===== src/rtl/mexp_pkg.sv =====
package mexp_pkg;

  typedef enum logic [2:0] {
    ST_IDLE,
    ST_PRE,
    ST_LOOP,
    ST_POST,
    ST_CONV,
    ST_DONE
  } mexp_state_t;

  function automatic logic maj3(input logic a, input logic b, input logic c);
    return (a & b) | (a & c) | (b & c);
  endfunction

endpackage


===== src/rtl/mexp_csa52.sv =====
module mexp_csa52 #(
  parameter int WD = 19
) (
  input  logic [WD-1:0] x1_i,
  input  logic [WD-1:0] x2_i,
  input  logic [WD-1:0] x3_i,
  input  logic [WD-1:0] x4_i,
  input  logic [WD-1:0] x5_i,
  output logic [WD-1:0] sum_o,
  output logic [WD-1:0] cy_o
);
  // three 3:2 levels; total = sum_o + 2*cy_o
  logic [WD-1:0] l1_s, l1_c, l2_s, l2_c;

  always_comb begin
    l1_s  = x1_i ^ x2_i ^ x3_i;
    l1_c  = ((x1_i & x2_i) | (x1_i & x3_i) | (x2_i & x3_i)) << 1;
    l2_s  = l1_s ^ l1_c ^ x4_i;
    l2_c  = ((l1_s & l1_c) | (l1_s & x4_i) | (l1_c & x4_i)) << 1;
    sum_o = l2_s ^ l2_c ^ x5_i;
    cy_o  = (l2_s & l2_c) | (l2_s & x5_i) | (l2_c & x5_i);
  end
endmodule


===== src/rtl/mexp_mont_mul.sv =====
module mexp_mont_mul
  import mexp_pkg::*;
#(
  parameter  int K_W = 16,
  localparam int CW  = K_W + 3
) (
  input  logic          clk,
  input  logic          rst_n,
  input  logic          load,
  input  logic          step,
  input  logic [CW-1:0] a1_i,
  input  logic [CW-1:0] a2_i,
  input  logic [CW-1:0] b1_i,
  input  logic [CW-1:0] b2_i,
  input  logic [CW-1:0] n_i,
  output logic [CW-1:0] s1_o,
  output logic [CW-1:0] s2_o
);
  logic [CW-1:0] a1_q, a2_q, b1_q, b2_q, s1_q, s2_q;
  logic          acy_q;
  logic [CW-1:0] a1_d, a2_d, b1_d, b2_d, s1_d, s2_d;
  logic          acy_d;
  logic          a_bit, q_bit;
  logic [CW-1:0] x3, x4, x5, csa_sum, csa_cy;

  // serial full adder recovers one multiplier digit per iteration
  always_comb begin
    a_bit = a1_q[0] ^ a2_q[0] ^ acy_q;
    q_bit = s1_q[0] ^ s2_q[0] ^ (a_bit & (b1_q[0] ^ b2_q[0]));
    x3    = a_bit ? b1_q : '0;
    x4    = a_bit ? b2_q : '0;
    x5    = q_bit ? n_i  : '0;
  end

  mexp_csa52 #(.WD(CW)) u_csa (
    .x1_i (s1_q),
    .x2_i (s2_q),
    .x3_i (x3),
    .x4_i (x4),
    .x5_i (x5),
    .sum_o(csa_sum),
    .cy_o (csa_cy)
  );

  always_comb begin
    a1_d  = a1_q;
    a2_d  = a2_q;
    acy_d = acy_q;
    b1_d  = b1_q;
    b2_d  = b2_q;
    s1_d  = s1_q;
    s2_d  = s2_q;
    if (load) begin
      a1_d  = a1_i;
      a2_d  = a2_i;
      acy_d = 1'b0;
      b1_d  = b1_i;
      b2_d  = b2_i;
      s1_d  = '0;
      s2_d  = '0;
    end else if (step) begin
      a1_d  = a1_q >> 1;
      a2_d  = a2_q >> 1;
      acy_d = maj3(a1_q[0], a2_q[0], acy_q);
      s1_d  = {1'b0, csa_sum[CW-1:1]};
      s2_d  = csa_cy;
    end
  end

  always_ff @(posedge clk or negedge rst_n) begin
    if (!rst_n) begin
      a1_q  <= '0;
      a2_q  <= '0;
      acy_q <= 1'b0;
      b1_q  <= '0;
      b2_q  <= '0;
      s1_q  <= '0;
      s2_q  <= '0;
    end else if (load || step) begin
      a1_q  <= a1_d;
      a2_q  <= a2_d;
      acy_q <= acy_d;
      b1_q  <= b1_d;
      b2_q  <= b2_d;
      s1_q  <= s1_d;
      s2_q  <= s2_d;
    end
  end

  assign s1_o = s1_q;
  assign s2_o = s2_q;

  // quotient bit must make the carry-save total even before halving
  a_r11_even_total: assert property (@(posedge clk) disable iff (!rst_n)
    step |-> (csa_sum[0] == 1'b0));

endmodule


===== src/rtl/mexp_ser_add.sv =====
module mexp_ser_add
  import mexp_pkg::*;
#(
  parameter int K_W = 16
) (
  input  logic           clk,
  input  logic           rst_n,
  input  logic           load,
  input  logic           step,
  input  logic [K_W-1:0] x1_i,
  input  logic [K_W-1:0] x2_i,
  output logic [K_W-1:0] sum_o
);
  logic [K_W-1:0] x1_q, x2_q, acc_q, x1_d, x2_d, acc_d;
  logic           cy_q, cy_d;

  always_comb begin
    x1_d  = x1_q;
    x2_d  = x2_q;
    cy_d  = cy_q;
    acc_d = acc_q;
    if (load) begin
      x1_d = x1_i;
      x2_d = x2_i;
      cy_d = 1'b0;
    end else if (step) begin
      x1_d  = x1_q >> 1;
      x2_d  = x2_q >> 1;
      cy_d  = maj3(x1_q[0], x2_q[0], cy_q);
      acc_d = {x1_q[0] ^ x2_q[0] ^ cy_q, acc_q[K_W-1:1]};
    end
  end

  always_ff @(posedge clk or negedge rst_n) begin
    if (!rst_n) begin
      x1_q  <= '0;
      x2_q  <= '0;
      cy_q  <= 1'b0;
      acc_q <= '0;
    end else if (load || step) begin
      x1_q  <= x1_d;
      x2_q  <= x2_d;
      cy_q  <= cy_d;
      acc_q <= acc_d;
    end
  end

  assign sum_o = acc_q;

endmodule


===== src/rtl/mont_exp_seq.sv =====
module mont_exp_seq
  import mexp_pkg::*;
#(
  parameter  int K_W = 16,
  parameter  int E_W = 17,
  localparam int LW  = $clog2(E_W + 1)
) (
  input  logic           clk,
  input  logic           rst_n,
  input  logic           start,
  input  logic [K_W-1:0] base_i,
  input  logic [K_W-1:0] mod_i,
  input  logic [K_W-1:0] rsq_i,
  input  logic [E_W-1:0] exp_i,
  input  logic [LW-1:0]  exp_len_i,
  output logic           busy_o,
  output logic           done_o,
  output logic [K_W-1:0] result_o
);
  localparam int CW        = K_W + 3;
  localparam int W         = K_W + 2;
  localparam int SLOT_LAST = W + 1;
  localparam int CNT_W     = $clog2(SLOT_LAST + 1);

  mexp_state_t    state_q, state_d;
  logic [CNT_W-1:0] cnt_q, cnt_d;
  logic [LW-1:0]  idx_q, idx_d, len_q;
  logic [E_W-1:0] dsh_q, dsh_d;
  logic [K_W-1:0] c_q, n_q, k_q;
  logic [CW-1:0]  p1_q, p2_q, r1_q, r2_q;
  logic           lat_en, in_slot, slot_end, conv_end;
  logic           p_we, r_we, mul_load, mul_step, cv_load, cv_step;
  logic [CW-1:0]  pa1, pa2, pb1, pb2, ra1, ra2, rb1, rb2;
  logic [CW-1:0]  mp_s1, mp_s2, mr_s1, mr_s2, n_ext, k_ext, c_ext, one_ext;

  assign n_ext   = CW'(n_q);
  assign k_ext   = CW'(k_q);
  assign c_ext   = CW'(c_q);
  assign one_ext = CW'(1);

  always_comb begin
    lat_en   = (state_q == ST_IDLE) && start;
    in_slot  = (state_q == ST_PRE) || (state_q == ST_LOOP) || (state_q == ST_POST);
    slot_end = in_slot && (cnt_q == CNT_W'(SLOT_LAST));
    conv_end = (state_q == ST_CONV) && (cnt_q == CNT_W'(K_W));
    mul_load = in_slot && (cnt_q == '0);
    mul_step = in_slot && (cnt_q != '0) && !slot_end;
    cv_load  = (state_q == ST_CONV) && (cnt_q == '0);
    cv_step  = (state_q == ST_CONV) && (cnt_q != '0);
    p_we     = slot_end && ((state_q == ST_PRE) || (state_q == ST_LOOP));
    r_we     = slot_end && ((state_q == ST_PRE) || (state_q == ST_POST) ||
                            ((state_q == ST_LOOP) && dsh_q[0]));
  end

  // operand steering for the two multipliers
  always_comb begin
    pa1 = '0; pa2 = '0; pb1 = '0; pb2 = '0;
    ra1 = '0; ra2 = '0; rb1 = '0; rb2 = '0;
    case (state_q)
      ST_PRE: begin
        pa1 = k_ext; pb1 = c_ext;
        ra1 = k_ext; rb1 = one_ext;
      end
      ST_LOOP: begin
        pa1 = p1_q; pa2 = p2_q; pb1 = p1_q; pb2 = p2_q;
        ra1 = r1_q; ra2 = r2_q; rb1 = p1_q; rb2 = p2_q;
      end
      ST_POST: begin
        ra1 = one_ext; rb1 = r1_q; rb2 = r2_q;
      end
      default: ;
    endcase
  end

  always_comb begin
    state_d = state_q;
    cnt_d   = cnt_q;
    idx_d   = idx_q;
    dsh_d   = dsh_q;
    case (state_q)
      ST_IDLE: begin
        if (start) begin
          state_d = ST_PRE;
          cnt_d   = '0;
          idx_d   = '0;
          dsh_d   = exp_i;
        end
      end
      ST_PRE, ST_LOOP, ST_POST: begin
        if (slot_end) begin
          cnt_d = '0;
          if (state_q == ST_PRE) begin
            state_d = (len_q == '0) ? ST_POST : ST_LOOP;
          end else if (state_q == ST_LOOP) begin
            dsh_d = dsh_q >> 1;
            idx_d = idx_q + 1'b1;
            if (idx_q == LW'(len_q - 1'b1)) state_d = ST_POST;
          end else begin
            state_d = ST_CONV;
          end
        end else begin
          cnt_d = cnt_q + 1'b1;
        end
      end
      ST_CONV: begin
        if (conv_end) begin
          state_d = ST_DONE;
          cnt_d   = '0;
        end else begin
          cnt_d = cnt_q + 1'b1;
        end
      end
      ST_DONE: state_d = ST_IDLE;
      default: state_d = ST_IDLE;
    endcase
  end

  always_ff @(posedge clk or negedge rst_n) begin
    if (!rst_n) begin
      state_q <= ST_IDLE;
      cnt_q   <= '0;
      idx_q   <= '0;
      dsh_q   <= '0;
    end else begin
      state_q <= state_d;
      cnt_q   <= cnt_d;
      idx_q   <= idx_d;
      dsh_q   <= dsh_d;
    end
  end

  always_ff @(posedge clk or negedge rst_n) begin
    if (!rst_n) begin
      c_q   <= '0;
      n_q   <= '0;
      k_q   <= '0;
      len_q <= '0;
    end else if (lat_en) begin
      c_q   <= base_i;
      n_q   <= mod_i;
      k_q   <= rsq_i;
      len_q <= exp_len_i;
    end
  end

  always_ff @(posedge clk or negedge rst_n) begin
    if (!rst_n) begin
      p1_q <= '0;
      p2_q <= '0;
    end else if (p_we) begin
      p1_q <= mp_s1;
      p2_q <= mp_s2;
    end
  end

  always_ff @(posedge clk or negedge rst_n) begin
    if (!rst_n) begin
      r1_q <= '0;
      r2_q <= '0;
    end else if (r_we) begin
      r1_q <= mr_s1;
      r2_q <= mr_s2;
    end
  end

  mexp_mont_mul #(.K_W(K_W)) u_mul_sq (
    .clk (clk), .rst_n(rst_n), .load(mul_load), .step(mul_step),
    .a1_i(pa1), .a2_i(pa2), .b1_i(pb1), .b2_i(pb2), .n_i(n_ext),
    .s1_o(mp_s1), .s2_o(mp_s2)
  );

  mexp_mont_mul #(.K_W(K_W)) u_mul_acc (
    .clk (clk), .rst_n(rst_n), .load(mul_load), .step(mul_step),
    .a1_i(ra1), .a2_i(ra2), .b1_i(rb1), .b2_i(rb2), .n_i(n_ext),
    .s1_o(mr_s1), .s2_o(mr_s2)
  );

  mexp_ser_add #(.K_W(K_W)) u_fold (
    .clk  (clk), .rst_n(rst_n), .load(cv_load), .step(cv_step),
    .x1_i (r1_q[K_W-1:0]), .x2_i(r2_q[K_W-1:0]),
    .sum_o(result_o)
  );

  assign busy_o = (state_q != ST_IDLE);
  assign done_o = (state_q == ST_DONE);

  a_r6_done_single: assert property (@(posedge clk) disable iff (!rst_n)
    done_o |=> !done_o);

  a_r4_busy_start_ignored: assert property (@(posedge clk) disable iff (!rst_n)
    (busy_o && start) |=> ($stable(n_q) && $stable(c_q) && $stable(len_q)));

  a_r8_acc_held_on_zero: assert property (@(posedge clk) disable iff (!rst_n)
    ((state_q == ST_LOOP) && slot_end && !dsh_q[0]) |=> ($stable(r1_q) && $stable(r2_q)));

  a_r7_result_hold: assert property (@(posedge clk) disable iff (!rst_n)
    (state_q != ST_CONV) |=> $stable(result_o));

  a_r5_slot_bound: assert property (@(posedge clk) disable iff (!rst_n)
    in_slot |-> (cnt_q <= CNT_W'(SLOT_LAST)));

endmodule


===== config.mk =====
export PLATFORM = sky130hd
export DESIGN_NAME = mont_exp_seq
export DESIGN_NICKNAME = d
export VERILOG_FILES = /design/src/rtl/mexp_pkg.sv /design/src/rtl/mexp_csa52.sv /design/src/rtl/mexp_mont_mul.sv /design/src/rtl/mexp_ser_add.sv /design/src/rtl/mont_exp_seq.sv
export SDC_FILE = /design/constraint.sdc
export NUM_CORES = 1
export LEC_CHECK = 0
export ABC_AREA = 1
export BUFFER_PORTS_ARGS = -buffer_cell sky130_fd_sc_hd__buf_2
export CAP_MARGIN = 20
export CORE_ASPECT_RATIO = 0.9
export CORE_MARGIN = 2
export CORE_UTILIZATION = 56
export DETAILED_ROUTE_END_ITERATION = 16
export PLACE_DENSITY = 0.76
export SYNTH_ARGS = -nofsm -noshare
export SYNTH_HDL_FRONTEND = slang
export SYNTH_SLANG_ARGS = --single-unit

===== constraint.sdc =====
create_clock -name clk -period 3.4 [get_ports clk]
set_input_delay 0.68 -clock clk [delete_from_list [all_inputs] [get_ports clk]]
set_output_delay 0.68 -clock clk [all_outputs]
set_load 0.05 [all_outputs]

==> out/results.ini <==
[outcome]
outcome = completed

[timing]
hold_viol = 0
timing.final.crit_share_pct = 94.7
final-setup-viol-count = 0
maxSlewHeadroom_pct = 21.6
clock_skew_ns = 0.0285
worst_pin_slew_ns = 1.17
finalSetupTns_ns = 0
fmax_mhz = 310
maxSlewViolCount = 0
fin_crit_ns = 3.22
fin_ws_ns = 0.179
rsz0062_at_grt = no

[setup_path]
start_kind = register
r2r_cells = 12
cp_slowest_cell = fa_1
rr_endpoint = u_mul_sq.s1_o[3]$_DFFE_PN0P_
cpLargestDelayFamily = adder cells
criticalPathCategory = reg -> reg
startpoint = u_mul_sq.a2_q[0]$_DFFE_PN0P_
crit_chain = inv_1 > fa_1 > inv_1 > nand2_1 > o21ai_0 > nand2_1 > xor2_1 > inv_1 > buf_12 > nand2_1 > fa_1 > o22ai_1
critical_path_arrival_ns = 3.61
reg2reg_from = u_mul_sq.a2_q[0]$_DFFE_PN0P_
path_max_fanout = 10
critPathRequiredTime_ns = 3.79
critPathBufInv = 4
critPathCaptureType = register
rrSetupSlack_ns = 0.18
critPathMaxStageDelay_ns = 0.59

[routing]
drt_wl_total_um = 50800
num_vias = 15200
avgRoutedWirePerCell_um = 19.4
postRouteAntennaNets = 0
vias_per_cell = 5.77
drtIter0Drc = 1485
first_pass_iters = 6
drc_errors = 0

[global_route]
grt_pass1_vias = 15800
track_usage_pct = 28.2
overflow = 0
grt_max_degree = 108
grt_pass1_wl_um = 83400
antenna_found_initial = 0

[finish]
nNetsFinal = 2305
insertedDiodeCount = 0
multi_input_area_sq_um = 7990
drive_gt1_share_pct = 12.7
final_common_cell = dfrtp_1
fillerInstances = 2778
area_growth_syn_to_layout_pct = 11.7
final_cell_mix = dfrtp_1 (430), nand2_1 (411), inv_1 (302)
seqCellArea_sq_um = 10800

[synth]
syn_area_sq_um = 20400
synth_top_cell_by_area = dfrtp_1
ys_warn_count = 0
syn-mean-instance-area_sq_um = 9.96
synthTopCellsByArea = dfrtp_1 (53%), fa_1 (10%), nand2_1 (7.6%)
synth_nets = 2243
ys_seq_elements = 430
yosysTopAreaCellShare_pct = 52.6
netlist_instances = 2053
synth_cell_type_count = 39
ys_seq_area_share_pct = 52.6

[die]
rows = 66
ioPinCount = 91
dieArea_sq_um = 38100
fp.dieW_um = 205
core-area_sq_um = 36100
die_y_um = 185
start_util_pct = 56.6

[clock_tree]
clk_path_buf_depth = 3
clk_latency_ns = 0.57
cts-resized-gates = 0
cts_sinks = 430
root_buffer = clkbuf_16
cts.clk_slew.worst_paths_ns = 0.06
cts_tree = yes
h-tree-depth = 2
cts_buffers = 44
post_cts_buffers = 0
ctsHoldBuffers = 0

[power_and_ir_drop]
p_seq_share_pct = 49.9
ir_drop_mv = 0.466
p_int_mw = 8.11
leakage_nw = 10.4
p_sw_mw = 2.14
p_comb_share_pct = 1.5
clockPowerShare_pct = 48.5
switching_share_pct = 20.9
p_per_area_nw_per_um2 = 449

[place]
place.gp.congestion = 0.837
portBuffers = 90
dp_hpwl_um = 33300
dpl_worst_slack_ns = 0.288

[run]
cap_violations = 0

[worst_hold_path]
hp-class = in -> async

[power groups by stage]
stage / registers (mW) / logic, mW / clock network, mW
5_1_grt: 5.11 / 0.184 / 5.24
3_3_place_gp: 5.21 / 0.161 / 0
2_1_floorplan: 5.21 / 0.00137 / 0
4_1_cts: 5.12 / 0.165 / 5.03
3_5_place_dp: 5.21 / 0.165 / 0
6_report: 5.12 / 0.157 / 4.98
[sequential cells by signal, indices dropped and copies added (netlist names), 19 cells and up]
signal	cells
u_mul_acc.s2_o	19
p2_q	19
u_mul_sq.a2_q	19
u_mul_acc.a2_q	19
r2_q	19
u_mul_sq.s2_o	19
u_mul_acc.b2_q	19
u_mul_sq.b2_q	19
[worst max path at each step]
stage / endpoint / depth (start not counted)
after floorplan: u_mul_acc.s1_o[4]$_DFFE_PN0P_ / 10
after global placement: u_mul_sq.s1_o[13]$_DFFE_PN0P_ / 10
after detailed placement: u_mul_sq.s1_o[13]$_DFFE_PN0P_ / 10
after CTS: u_mul_sq.s1_o[3]$_DFFE_PN0P_ / 12
after global routing: u_mul_sq.s1_o[3]$_DFFE_PN0P_ / 12
final: u_mul_sq.s1_o[3]$_DFFE_PN0P_ / 12
[area by class of cell]
cell class	count	area share [%]
sequential	430	47.1
multi-input combinational	1207	35.0
clock buffer	64	5.68
inverter	310	5.11
timing repair buffer	122	3.67
tap	476	2.61
clock inverter	16	0.855
[metrics by stage]
stage | power [mW] | instance area, sq um | hold slack, ns | utilization [%] | std cells
after floorplan | 5.21 | 20400 | 0.384 | - | 2053
after global placement | 5.37 | 21300 | 0.458 | 59.2 | 2545
after detailed placement | 5.38 | 21300 | 0.461 | 59.2 | 2545
after CTS | 10.3 | 22800 | 0.111 | 63.3 | 2625
after global routing | 10.5 | 22800 | 0.135 | 63.3 | 2625
final | 10.2 | 22800 | 0.102 | 63.3 | 2625
[routing by layer]
metal  GRT usage, %  wire, um
met1           39.6     21800
met2           44.3     23600
met3           5.98      3990
met4           9.12      1400
met5              0         0
[cells in the mapped netlist, drive strengths merged]
master    n
dfrtp   430
nand2   418
inv     309
o21ai   173
nor2    132
fa      103
o22ai    83
buf      79
nand3    77
mux2     50
o211ai   40
o221ai   39
clkbuf   27
a31oi    18
mux2i    15
ha       14
o221a    13
a21oi    10
a22oi     7
xor2      7
xnor2     3
a22o      1
clkinv    1
nand3b    1
nand4     1
nor3      1
o21a      1
[logic make-up after synthesis]
kind of cell	after synthesis	share of synthesized area, %
adders and majority gates	117	10.9
and+or+nand+nor	630	12.3
muxes	65	3.49
xor gates and xnor gates	10	0.428
AOI/OAI and AO/OA	385	11.8
buffers and inverters	416	8.42
DFF	430	52.6
(Power assumes the default switching activity.)
